File: config.mk
export PLATFORM = sky130hd
export DESIGN_NAME = gamma_pingpong_lut
export DESIGN_NICKNAME = d
export VERILOG_FILES = /design/src/rtl/gamma_pkg.sv /design/src/rtl/gamma_host_if.sv /design/src/rtl/gamma_lut_bank.sv /design/src/rtl/gamma_interp.sv /design/src/rtl/gamma_pingpong_lut.sv
export SDC_FILE = /design/constraint.sdc
export NUM_CORES = 2
export LEC_CHECK = 0
export ABC_AREA = 1
export BUFFER_PORTS_ARGS = -buffer_cell sky130_fd_sc_hd__buf_2
export CAP_MARGIN = 10
export CORE_MARGIN = 8
export CORE_UTILIZATION = 60
export CTS_CLUSTER_SIZE = 40
export DETAILED_ROUTE_END_ITERATION = 7
export PLACE_DENSITY_LB_ADDON = 0.15
export SETUP_SLACK_MARGIN = 0.1
export SLEW_MARGIN = 20
export SYNTH_ARGS = -nofsm -noshare
export SYNTH_HDL_FRONTEND = slang
export SYNTH_SLANG_ARGS = --single-unit
File: constraint.sdc
create_clock -name clk_i -period 20.7 [get_ports clk_i]
set_input_delay 3.105 -clock clk_i [delete_from_list [all_inputs] [get_ports clk_i]]
set_output_delay 3.105 -clock clk_i [all_outputs]
set_load 0.1 [all_outputs]
File: src/rtl/gamma_pkg.sv
package gamma_pkg;
  typedef enum logic [1:0] {
    MODE_BYPASS = 2'd0,
    MODE_RSV1   = 2'd1,
    MODE_LUT    = 2'd2,
    MODE_RSV3   = 2'd3
  } gmode_e;

  localparam int unsigned NUM_CH    = 3;
  localparam int unsigned NUM_BANKS = 2;
  localparam int unsigned CH_R      = 2;
  localparam int unsigned CH_G      = 1;
  localparam int unsigned CH_B      = 0;

  localparam logic [1:0] ADDR_CTRL = 2'd0;
  localparam logic [1:0] ADDR_LCTL = 2'd1;
  localparam logic [1:0] ADDR_IDX  = 2'd2;
  localparam logic [1:0] ADDR_DATA = 2'd3;
endpackage

File: src/rtl/gamma_host_if.sv
module gamma_host_if
  import gamma_pkg::*;
#(
  parameter int unsigned ENT_W = 11,
  parameter int unsigned DEPTH = 17,
  parameter int unsigned IDX_W = 5
) (
  input  logic                 clk_i,
  input  logic                 rst_ni,
  input  logic                 wr_en_i,
  input  logic [1:0]           wr_addr_i,
  input  logic [ENT_W-1:0]     wr_data_i,
  input  logic                 frame_start_i,
  output gmode_e               cur_mode_o,
  output logic                 cur_sel_o,
  output logic [NUM_BANKS-1:0] bank_we_o,
  output logic [NUM_CH-1:0]    ch_mask_o,
  output logic [IDX_W-1:0]     wr_idx_o,
  output logic [ENT_W-1:0]     wr_val_o
);
  gmode_e            pend_mode_q, cur_mode_q;
  logic              pend_sel_q, cur_sel_q;
  logic [NUM_CH-1:0] mask_q;
  logic              hsel_q;
  logic [IDX_W-1:0]  ptr_q;

  logic data_wr, in_range, live_hit;
  assign data_wr  = wr_en_i && (wr_addr_i == ADDR_DATA);
  assign in_range = (ptr_q < IDX_W'(DEPTH));
  // the bank feeding pixels is write-protected
  assign live_hit = (cur_mode_q == MODE_LUT) && (hsel_q == cur_sel_q);

  always_ff @(posedge clk_i or negedge rst_ni) begin
    if (!rst_ni) begin
      pend_mode_q <= MODE_BYPASS;
      pend_sel_q  <= 1'b0;
      cur_mode_q  <= MODE_BYPASS;
      cur_sel_q   <= 1'b0;
      mask_q      <= '1;
      hsel_q      <= 1'b0;
      ptr_q       <= '0;
    end else begin
      if (wr_en_i) begin
        case (wr_addr_i)
          ADDR_CTRL: begin
            pend_mode_q <= gmode_e'(wr_data_i[1:0]);
            pend_sel_q  <= wr_data_i[2];
          end
          ADDR_LCTL: begin
            mask_q <= wr_data_i[NUM_CH-1:0];
            hsel_q <= wr_data_i[3];
          end
          ADDR_IDX:  ptr_q <= wr_data_i[IDX_W-1:0];
          default:   if (in_range) ptr_q <= ptr_q + 1'b1;
        endcase
      end
      if (frame_start_i) begin
        cur_mode_q <= pend_mode_q;
        cur_sel_q  <= pend_sel_q;
      end
    end
  end

  for (genvar bk = 0; bk < NUM_BANKS; bk++) begin : g_we
    assign bank_we_o[bk] = data_wr && in_range && !live_hit && (hsel_q == 1'(bk));
  end

  assign cur_mode_o = cur_mode_q;
  assign cur_sel_o  = cur_sel_q;
  assign ch_mask_o  = mask_q;
  assign wr_idx_o   = ptr_q;
  assign wr_val_o   = wr_data_i;

  p_hold_until_frame_r4: assert property (@(posedge clk_i) disable iff (!rst_ni)
    !frame_start_i |=> ($stable(cur_mode_q) && $stable(cur_sel_q)));
  p_ptr_bound_r7: assert property (@(posedge clk_i) disable iff (!rst_ni)
    (data_wr && !in_range) |=> $stable(ptr_q));
  p_one_bank_r5: assert property (@(posedge clk_i) disable iff (!rst_ni)
    $onehot0(bank_we_o));
endmodule

File: src/rtl/gamma_lut_bank.sv
module gamma_lut_bank
  import gamma_pkg::*;
#(
  parameter int unsigned ENT_W    = 11,
  parameter int unsigned SEG_BITS = 4,
  parameter int unsigned DEPTH    = 17,
  parameter int unsigned IDX_W    = 5
) (
  input  logic                             clk_i,
  input  logic                             we_i,
  input  logic [NUM_CH-1:0]                mask_i,
  input  logic [IDX_W-1:0]                 wr_idx_i,
  input  logic [ENT_W-1:0]                 wr_val_i,
  input  logic [NUM_CH-1:0][SEG_BITS-1:0]  seg_i,
  output logic [NUM_CH-1:0][ENT_W-1:0]     lo_o,
  output logic [NUM_CH-1:0][ENT_W-1:0]     hi_o
);
  for (genvar ch = 0; ch < NUM_CH; ch++) begin : g_ch
    logic [ENT_W-1:0] mem_q [DEPTH];
    logic [IDX_W-1:0] lo_idx, hi_idx;

    always_ff @(posedge clk_i) begin
      if (we_i && mask_i[ch]) mem_q[wr_idx_i] <= wr_val_i;
    end

    assign lo_idx   = IDX_W'(seg_i[ch]);
    assign hi_idx   = lo_idx + 1'b1;
    assign lo_o[ch] = mem_q[lo_idx];
    assign hi_o[ch] = mem_q[hi_idx];
  end
endmodule

File: src/rtl/gamma_interp.sv
module gamma_interp #(
  parameter int unsigned ENT_W  = 11,
  parameter int unsigned FRAC_W = 6,
  parameter int unsigned OUT_W  = 10
) (
  input  logic [ENT_W-1:0]  lo_i,
  input  logic [ENT_W-1:0]  hi_i,
  input  logic [FRAC_W-1:0] frac_i,
  output logic [OUT_W-1:0]  y_o
);
  localparam int unsigned ACC_W = ENT_W + FRAC_W + 3;
  localparam logic signed [ACC_W-1:0] OUT_MAX = ACC_W'((1 << OUT_W) - 1);
  localparam logic signed [ACC_W-1:0] HALF    = ACC_W'(1 << (FRAC_W - 1));

  logic signed [ACC_W-1:0] base_w, diff_w, frac_w, acc, quo;

  always_comb begin
    base_w = $signed(ACC_W'({lo_i, {FRAC_W{1'b0}}}));
    diff_w = $signed(ACC_W'(hi_i)) - $signed(ACC_W'(lo_i));
    frac_w = $signed(ACC_W'(frac_i));
    acc    = base_w + diff_w * frac_w + HALF;
    quo    = acc >>> FRAC_W;
    if (quo > OUT_MAX)                   y_o = '1;
    else if (quo < $signed(ACC_W'(0)))   y_o = '0;
    else                                 y_o = quo[OUT_W-1:0];
  end
endmodule

File: src/rtl/gamma_pingpong_lut.sv
module gamma_pingpong_lut
  import gamma_pkg::*;
#(
  parameter int unsigned PIX_W    = 10,
  parameter int unsigned SEG_BITS = 4,
  parameter int unsigned ENT_W    = 11
) (
  input  logic             clk_i,
  input  logic             rst_ni,
  input  logic             host_wr_i,
  input  logic [1:0]       host_addr_i,
  input  logic [ENT_W-1:0] host_data_i,
  input  logic             frame_start_i,
  input  logic             pix_valid_i,
  input  logic [PIX_W-1:0] pix_r_i,
  input  logic [PIX_W-1:0] pix_g_i,
  input  logic [PIX_W-1:0] pix_b_i,
  output logic             pix_valid_o,
  output logic [PIX_W-1:0] pix_r_o,
  output logic [PIX_W-1:0] pix_g_o,
  output logic [PIX_W-1:0] pix_b_o,
  output logic [1:0]       cur_mode_o,
  output logic             cur_sel_o
);
  localparam int unsigned NSEG   = 1 << SEG_BITS;
  localparam int unsigned DEPTH  = NSEG + 1;
  localparam int unsigned IDX_W  = $clog2(DEPTH + 1);
  localparam int unsigned FRAC_W = PIX_W - SEG_BITS;

  gmode_e                                    cur_mode;
  logic                                      cur_sel;
  logic [NUM_BANKS-1:0]                      bank_we;
  logic [NUM_CH-1:0]                         ch_mask;
  logic [IDX_W-1:0]                          wr_idx;
  logic [ENT_W-1:0]                          wr_val;
  logic [NUM_CH-1:0][PIX_W-1:0]              pix_in, pix_lut, pix_d, pix_q;
  logic [NUM_CH-1:0][SEG_BITS-1:0]           seg;
  logic [NUM_BANKS-1:0][NUM_CH-1:0][ENT_W-1:0] lo_b, hi_b;
  logic                                      valid_q;
  logic                                      lut_on;

  gamma_host_if #(.ENT_W(ENT_W), .DEPTH(DEPTH), .IDX_W(IDX_W)) u_host (
    .clk_i        (clk_i),
    .rst_ni       (rst_ni),
    .wr_en_i      (host_wr_i),
    .wr_addr_i    (host_addr_i),
    .wr_data_i    (host_data_i),
    .frame_start_i(frame_start_i),
    .cur_mode_o   (cur_mode),
    .cur_sel_o    (cur_sel),
    .bank_we_o    (bank_we),
    .ch_mask_o    (ch_mask),
    .wr_idx_o     (wr_idx),
    .wr_val_o     (wr_val)
  );

  assign pix_in[CH_R] = pix_r_i;
  assign pix_in[CH_G] = pix_g_i;
  assign pix_in[CH_B] = pix_b_i;

  for (genvar ch = 0; ch < NUM_CH; ch++) begin : g_seg
    assign seg[ch] = pix_in[ch][PIX_W-1 -: SEG_BITS];
  end

  for (genvar bk = 0; bk < NUM_BANKS; bk++) begin : g_bank
    gamma_lut_bank #(.ENT_W(ENT_W), .SEG_BITS(SEG_BITS), .DEPTH(DEPTH), .IDX_W(IDX_W)) u_bank (
      .clk_i   (clk_i),
      .we_i    (bank_we[bk]),
      .mask_i  (ch_mask),
      .wr_idx_i(wr_idx),
      .wr_val_i(wr_val),
      .seg_i   (seg),
      .lo_o    (lo_b[bk]),
      .hi_o    (hi_b[bk])
    );
  end

  for (genvar ch = 0; ch < NUM_CH; ch++) begin : g_interp
    gamma_interp #(.ENT_W(ENT_W), .FRAC_W(FRAC_W), .OUT_W(PIX_W)) u_interp (
      .lo_i  (lo_b[cur_sel][ch]),
      .hi_i  (hi_b[cur_sel][ch]),
      .frac_i(pix_in[ch][FRAC_W-1:0]),
      .y_o   (pix_lut[ch])
    );
  end

  // reserved modes fall through to bypass
  assign lut_on = (cur_mode == MODE_LUT);
  assign pix_d  = lut_on ? pix_lut : pix_in;

  always_ff @(posedge clk_i or negedge rst_ni) begin
    if (!rst_ni) begin
      valid_q <= 1'b0;
      pix_q   <= '0;
    end else begin
      valid_q <= pix_valid_i;
      if (pix_valid_i) pix_q <= pix_d;
    end
  end

  assign pix_valid_o = valid_q;
  assign pix_r_o     = pix_q[CH_R];
  assign pix_g_o     = pix_q[CH_G];
  assign pix_b_o     = pix_q[CH_B];
  assign cur_mode_o  = cur_mode;
  assign cur_sel_o   = cur_sel;

  p_valid_latency_r2: assert property (@(posedge clk_i) disable iff (!rst_ni)
    1'b1 |=> (pix_valid_o == $past(pix_valid_i)));
  p_bypass_pass_r2: assert property (@(posedge clk_i) disable iff (!rst_ni)
    (pix_valid_i && cur_mode_o != 2'd2) |=>
      (pix_r_o == $past(pix_r_i) && pix_g_o == $past(pix_g_i) && pix_b_o == $past(pix_b_i)));
  p_no_live_write_r10: assert property (@(posedge clk_i) disable iff (!rst_ni)
    (cur_mode_o == 2'd2) |-> !bank_we[cur_sel_o]);
  p_sel_hold_r3: assert property (@(posedge clk_i) disable iff (!rst_ni)
    !frame_start_i |=> $stable(cur_sel_o));
endmodule

**After elaboration in Yosys (flattened, before gate mapping)**

Memories as Yosys holds them, arrays and structs flattened.
Index checks and enable logic that the tools add are counted.

- Register bits after elaboration: 46
- RAM bits: 1122
- Input port bits: 48
- Output and inout port bits: 34
- Word-level logic and storage cells: 92
- Memories: 6

Memory list:

| name | depth | bits a word | read ports | clocked after Yosys merged registers in | write ports | RTL line | source |
|---|---|---|---|---|---|---|---|
| g_bank[0].u_bank.g_ch[0].mem_q | 17 | 11 | 2 | 0 | 1 | gamma_lut_bank.sv:19 | `logic [ENT_W-1:0] mem_q [DEPTH];` |
| g_bank[0].u_bank.g_ch[1].mem_q | 17 | 11 | 2 | 0 | 1 | gamma_lut_bank.sv:19 |  |
| g_bank[0].u_bank.g_ch[2].mem_q | 17 | 11 | 2 | 0 | 1 | gamma_lut_bank.sv:19 |  |
| g_bank[1].u_bank.g_ch[0].mem_q | 17 | 11 | 2 | 0 | 1 | gamma_lut_bank.sv:19 |  |
| g_bank[1].u_bank.g_ch[1].mem_q | 17 | 11 | 2 | 0 | 1 | gamma_lut_bank.sv:19 |  |
| g_bank[1].u_bank.g_ch[2].mem_q | 17 | 11 | 2 | 0 | 1 | gamma_lut_bank.sv:19 |  |

- Add/subtract/negate cells: 13
- Multipliers: 3
- Order comparisons: 8
- Equality and inequality tests: 5
- Multiplexer cells: 25
- Bitwise logic cells: 2
- Reductions and logical operators: 19

Operators by type and width:

| operator | count |
|---|---|
| two-way mux 33 bit | 4 |
| adder 18 x 20 -> 20 bit | 3 |
| adder 20 x 7 -> 20 bit, second input constant | 3 |
| multiplier 20 x 7 -> 20 bit | 3 |
| two-way mux 10 bit | 6 |
| > comparator 14 x 11 -> 1 bit, second input constant | 3 |
| < comparator 14 x 1 -> 1 bit, second input constant | 3 |
| subtractor 11 x 11 -> 12 bit | 3 |
| two-way mux 30 bit | 1 |
| adder 4 x 1 -> 5 bit, second input constant | 3 |
| logical AND 1 bit | 12 |
| two-way mux 1 bit | 12 |
| case mux 5 bit (2 select lines) | 1 |
| equality test 2 bit, second input constant | 3 |
| adder 5 x 1 -> 5 bit, second input constant | 1 |
| < comparator 5 bit, second input constant | 1 |
| two-way mux 5 bit | 1 |
| AND reduction 2 bit | 2 |
| AND reduction 3 bit | 1 |
| equality test 2 x 1 -> 1 bit, second input constant | 1 |
| logical NOT 2 bit | 1 |
| < comparator 1 x 2 -> 1 bit, second input constant | 1 |
| NOT 1 bit | 2 |
| nonzero test 2 bit | 1 |
| 3 further kinds | 3 |

**Depth between registers and ports, before layout**

An unclocked memory read counts as a cell.

- Word-level depth: 12
- Depth in mapped cells: 48

**By module**

A second synthesis with hierarchy kept.

- Cells, all modules: 8679
- Area total of the unflattened synthesis: 73367.9 um^2

By module, submodules not included:

| module | times used | cells each | area each (um^2) | sequential area each (um^2) |
|---|---|---|---|---|
| gamma_lut_bank | 2 | 3288 | 29116.7 | 16846.2 |
| gamma_interp (g_interp[0].u_interp) | 1 | 554 | 3878.7 | 0.0 |
| gamma_interp (g_interp[1].u_interp) | 1 | 553 | 3867.5 | 0.0 |
| gamma_interp (g_interp[2].u_interp) | 1 | 553 | 3836.2 | 0.0 |
| gamma_pingpong_lut | 1 | 332 | 2677.6 | 775.7 |
| gamma_host_if | 1 | 111 | 874.6 | 379.1 |

**Worst setup path after synthesis**

OpenSTA, ideal clock, no wires.

- Path kind: in2reg
- From: input pix_r_i[6]
- To: register pix_q (netlist bit pix_r_o[0])
- Arrival time: 10.359 ns
- Slack: 10.222 ns
- Stages: 42
- Path buffers: 4
- Cell sequence: ha_1 > buf_2 > clkbuf_1 > clkbuf_1 > clkbuf_1 > o211ai_1 > nand3_1 > nand3_1 > a21oi_1 > a21oi_1 > o21ai_0 > inv_1 > ha_1 > fa_1 > nor2_1 > a211oi_1 > o21ai_0 > a21oi_1 > [... 6 more ...] > nor2_1 > fa_1 > fa_1 > fa_1 > inv_1 > fa_1 > inv_1 > ha_1 > a21oi_1 > o21ai_0 > a311oi_1 > nand2_1 > xor2_1 > nand3b_1 > nand2_1 > nand3_1 > nand2_1 > nand2_1

- Word-level cells in the longest chain between the ends: 12

Ends and longest elaborated chain:

| element | RTL line | source |
|---|---|---|
| from (decl) | gamma_pingpong_lut.sv:15 | `input logic [PIX_W-1:0] pix_r_i,` |
| adder 4 x 1 -> 5 bit | gamma_lut_bank.sv:27 | `assign hi_idx = lo_idx + 1'b1;` |
| memory read (17 x 11 bit) | n/a |  |
| two-way mux 33 bit (not written as such) (2 in a row) | gamma_pingpong_lut.sv:81 | `.hi_i (hi_b[cur_sel][ch]),` |
| subtractor 11 x 11 -> 12 bit | gamma_interp.sv:19 | `diff_w = $signed(ACC_W'(hi_i)) - $signed(ACC_W'(lo_i));` |
| multiplier 20 x 7 -> 20 bit | gamma_interp.sv:21 | `acc = base_w + diff_w * frac_w + HALF;` |
| adder 18 x 20 -> 20 bit * | gamma_interp.sv:21 |  |
| adder 20 x 7 -> 20 bit * | gamma_interp.sv:21 |  |
| < comparator 14 x 1 -> 1 bit | gamma_interp.sv:24 | `else if (quo < $signed(ACC_W'(0))) y_o = '0;` |
| two-way mux 10 bit | gamma_interp.sv:24 |  |
| two-way mux 10 bit * | gamma_interp.sv:23 | `if (quo > OUT_MAX) y_o = '1;` |
| two-way mux 30 bit * | gamma_pingpong_lut.sv:89 | `assign pix_d = lut_on ? pix_lut : pix_in;` |
| to (signal assigned) | gamma_pingpong_lut.sv:97 | `if (pix_valid_i) pix_q <= pix_d;` |
| to (decl) | gamma_pingpong_lut.sv:36 | `logic [NUM_CH-1:0][PIX_W-1:0] pix_in, pix_lut, pix_d, pix_q;` |

Mark *: on every way between the ends. The rest lies on a longest branch, timed or not. The select of a mux whose other input is x is not followed.
A chain may end at the register's enable or synchronous reset.

**Worst setup path after layout**

- From: input pix_r_i[7]
- To: register pix_q (netlist bit pix_r_o[1])

The elaborated chain is that of the path after synthesis.

==> results.yml <==
run_status:
  status: "complete, no violations"
floorplan:
  fp.dieW_um: 352.5
  start_util_pct: 60.47
  dieArea_um2: 124300
  ios: 82
  core-area_um2: 112300
  die_h_um: 352.5
  rows: 123
worst_setup_path:
  crit_type: "in -> reg"
  cp_top_family: "adder cells"
  r2r_end: "pix_r_o[1]"
  crit_required_ns: 21.34
  reg2regPathDepth: 34
  worstPathArrival_ns: 13.13
  r2r-start: "g_bank[1].u_bank.g_ch[2].mem_q[1][1]"
  path_max_fanout: 67
  r2r_slack_ns: 12.44
  worstSetupStartpointType: "primary input"
  crit_path_end_kind: "flip-flop"
  cpMaxStageDelayCell: "ha_4"
  crit_top_cell: "nand2_1"
  crit_buf_inv: 8
  slowest_delay_ns: 0.77
global_route:
  grt-ovfl-total: 0
  grt_pass1_vias: 53575
  grt.total_usage_pct: 31.86
  antenna_found_initial: 5
  grt_max_degree: 232
  grt_first_pass_wirelength_um: 311100
routing:
  wl_met1_um: 77290
  vias_per_cell: 6.388
  drc: 0
  dr_wl_met2_um: 91700
  drt_iter0_drc: 7725
  drt-pass1-iter-count: 7
  wl_um: 205800
  ant_nets: 0
  top_layer: "met5"
  wl_met3_um: 26070
  vias: 56416
  routedWlPerCell_um: 23.30
clock_tree:
  cts_resized: 0
  ctsHoldBuffers: 0
  cts.clk_slew.worst_paths_ns: 0.07
  cts_max_path_buffers: 3
  cts_sinks: 1168
  post_cts_buffers: 0
  htree_levels: 3
  clock_latency_ns: 0.75
  cts_buffers: 120
  cts_tree: "done"
  root_buffer: "clkbuf_16"
place:
  io_buffers: 81
  gp_congestion: 0.9219
  dp_hpwl_um: 128000
  dp_cells: 8602
  dpl_cell_area_um2: 69570
job:
  maxCapViolations: 0
synthesis:
  netlist_area_um2: 67940
  synth_nets: 7760
  synth_seq_cells: 1168
  synth.avg_cell_area_um2: 9.228
  yosysSeqAreaShare_pct: 51.29
  synthDistinctLibCells: 54
  netlist_instances: 7362
  ys.warnings.count: 0
timing:
  finalCritPeriodShare_pct: 60.34
  relSlewSlack_pct: 21.15
  tns_ns: 0
  setup_viol: 0
  final-hold-violation-count: 0
  tightestPinTransition_ns: 1.178
  fmax_mhz: 80.06
  maxSlewViolCount: 0
  rsz0062_at_grt: "false"
  finClkSkew_ns: 0.06364
  fin_crit_ns: 12.49
hold_path:
  min_path_type: "reg -> reg"
  holdPathEnd: "pix_b_o[8]"
  hold_path_startpoint: "pix_b_o[8]"
  hold_path_depth: 2
cells_and_area:
  final_layout_size_suffix_gt1_share_pct: 6.836
  nets: 7622
  area_growth_syn_to_layout_pct: 8.131
  fin_area_um2: 73460
  fillerInstances: 8805
  instances_no_fill: 8832
-- metal layers --
| metal | global-route usage [%] | up-vias |
|---|---|---|
| met3 | 6.761 | 673 |
| met5 | 0 | - |
| met1 | 42.72 | 26737 |
| li1 | - | 25348 |
| met2 | 49.61 | 3654 |
| met4 | 15.21 | 4 |
-- worst max-delay path by stage --
stage               startpoint          to  slack (ns)  cells after the start
CTS                 pix_r_i[7]  pix_r_o[1]        8.46                     43
global route        pix_r_i[6]  pix_r_o[4]        7.42                     43
global placement    pix_r_i[7]  pix_r_o[1]        7.72                     43
floorplan           pix_r_i[6]  pix_r_o[0]       10.22                     42
finish              pix_r_i[7]  pix_r_o[1]        8.21                     43
detailed placement  pix_r_i[7]  pix_r_o[4]        7.72                     43
-- cell type report --
type / instances / area, um^2 / area share (%)
antenna: 3 / 7.507 / 0.01022
clock buffer: 144 / 3103 / 4.224
clock inverter: 83 / 757.0 / 1.030
inverter: 758 / 2870 / 3.907
multi-input combinational: 4953 / 28440 / 38.71
sequential: 1168 / 34850 / 47.44
tap: 1500 / 1877 / 2.555
timing repair buffer: 223 / 1560 / 2.124
-- placed cells by master, fill, tap and decap left out, drive strengths merged, types with 18 or more instances in the layout --
cell type	count
edfxtp	1122
nand2	1038
dfrtp	43
ha	164
nor2	895
nand4	18
xor2	49
xnor2	20
inv	758
a21oi	489
o311ai	24
fa	186
nand3	696
o21ai	930
o211ai	132
o22ai	24
clkinv	69
clkbuf	144
buf	223
o221ai	196
-- Yosys cell counts, drive strengths merged --
| library cell | count | area (um^2) |
|---|---|---|
| a211oi | 6 | 45.04 |
| a21boi | 1 | 7.510 |
| a21o | 13 | 97.59 |
| a21oi | 489 | 2447 |
| a221oi | 1 | 8.760 |
| a22oi | 2 | 15.01 |
| a311oi | 6 | 52.55 |
| a31oi | 13 | 81.33 |
| a32o | 6 | 60.06 |
| and2 | 1 | 6.260 |
| buf | 148 | 735.7 |
| clkbuf | 335 | 1257 |
| clkinv | 6 | 22.52 |
| dfrtp | 43 | 1076 |
| dfstp | 3 | 78.83 |
| edfxtp | 1122 | 33690 |
| fa | 186 | 3724 |
| ha | 164 | 2052 |
| inv | 752 | 2823 |
| mux2 | 1 | 11.26 |
| nand2 | 1038 | 3946 |
| nand3 | 696 | 3501 |
| nand3b | 12 | 112.6 |
| nand4 | 18 | 112.6 |
| nor2 | 895 | 3367 |
| nor3 | 15 | 75.07 |
| nor3b | 1 | 7.510 |
| o211ai | 132 | 991.0 |
| o21a | 1 | 7.510 |
| o21ai | 930 | 4662 |
| o21bai | 4 | 30.03 |
| o221ai | 196 | 1717 |
| o22ai | 24 | 150.1 |
| o311ai | 24 | 210.2 |
| o31ai | 2 | 15.01 |
| or2 | 7 | 43.80 |
| xnor2 | 20 | 190.2 |
| xor2 | 49 | 508.0 |
-- stage by stage --
stage               hold WS, ns  util, %  setup WS, ns
detailed placement       0.4597    61.93         7.717
CTS                      0.4758    65.36         8.460
global placement         0.4563    61.91         7.720
floorplan                0.4476        -         10.22
global route             0.4984    65.38         7.425
finish                   0.4713    65.39         8.210
-- cells by family (layout without fill, tap and decap cells) --
logic type	after synthesis	after routing	share of synthesized area, %
AO/OA/AOI/OAI	1850	1850	15.60
AND/OR/NAND/NOR	2683	2683	16.44
flip-flops	1168	1168	51.29
multiplexers	1	1	0.01657
adder cells (fa/ha/maj)	350	350	8.501
buffers and inverters	1241	1208	7.122
XOR/XNOR	69	69	1.028
other	0	3	0
-- tightest hold or removal path: stages, from the launching register on --
cell and delay (ns):
dfrtp_1 0.34, nand2_1 0.05, nand2_1 0.05
-- sequential cells by signal, summed over array words and instances, names as in the netlist, 2 cells and up --
signal and cells:
pix_r_o 10, pix_b_o 10, u_host.pend_mode_q 2, u_host.wr_idx_o 5
g_bank.u_bank.g_ch.mem_q 1122, u_host.cur_mode_o 2, u_host.ch_mask_o 3, pix_g_o 10
Power is not shown: default switching activity piles up to over one toggle a cycle in this logic, so the estimate is an artifact.
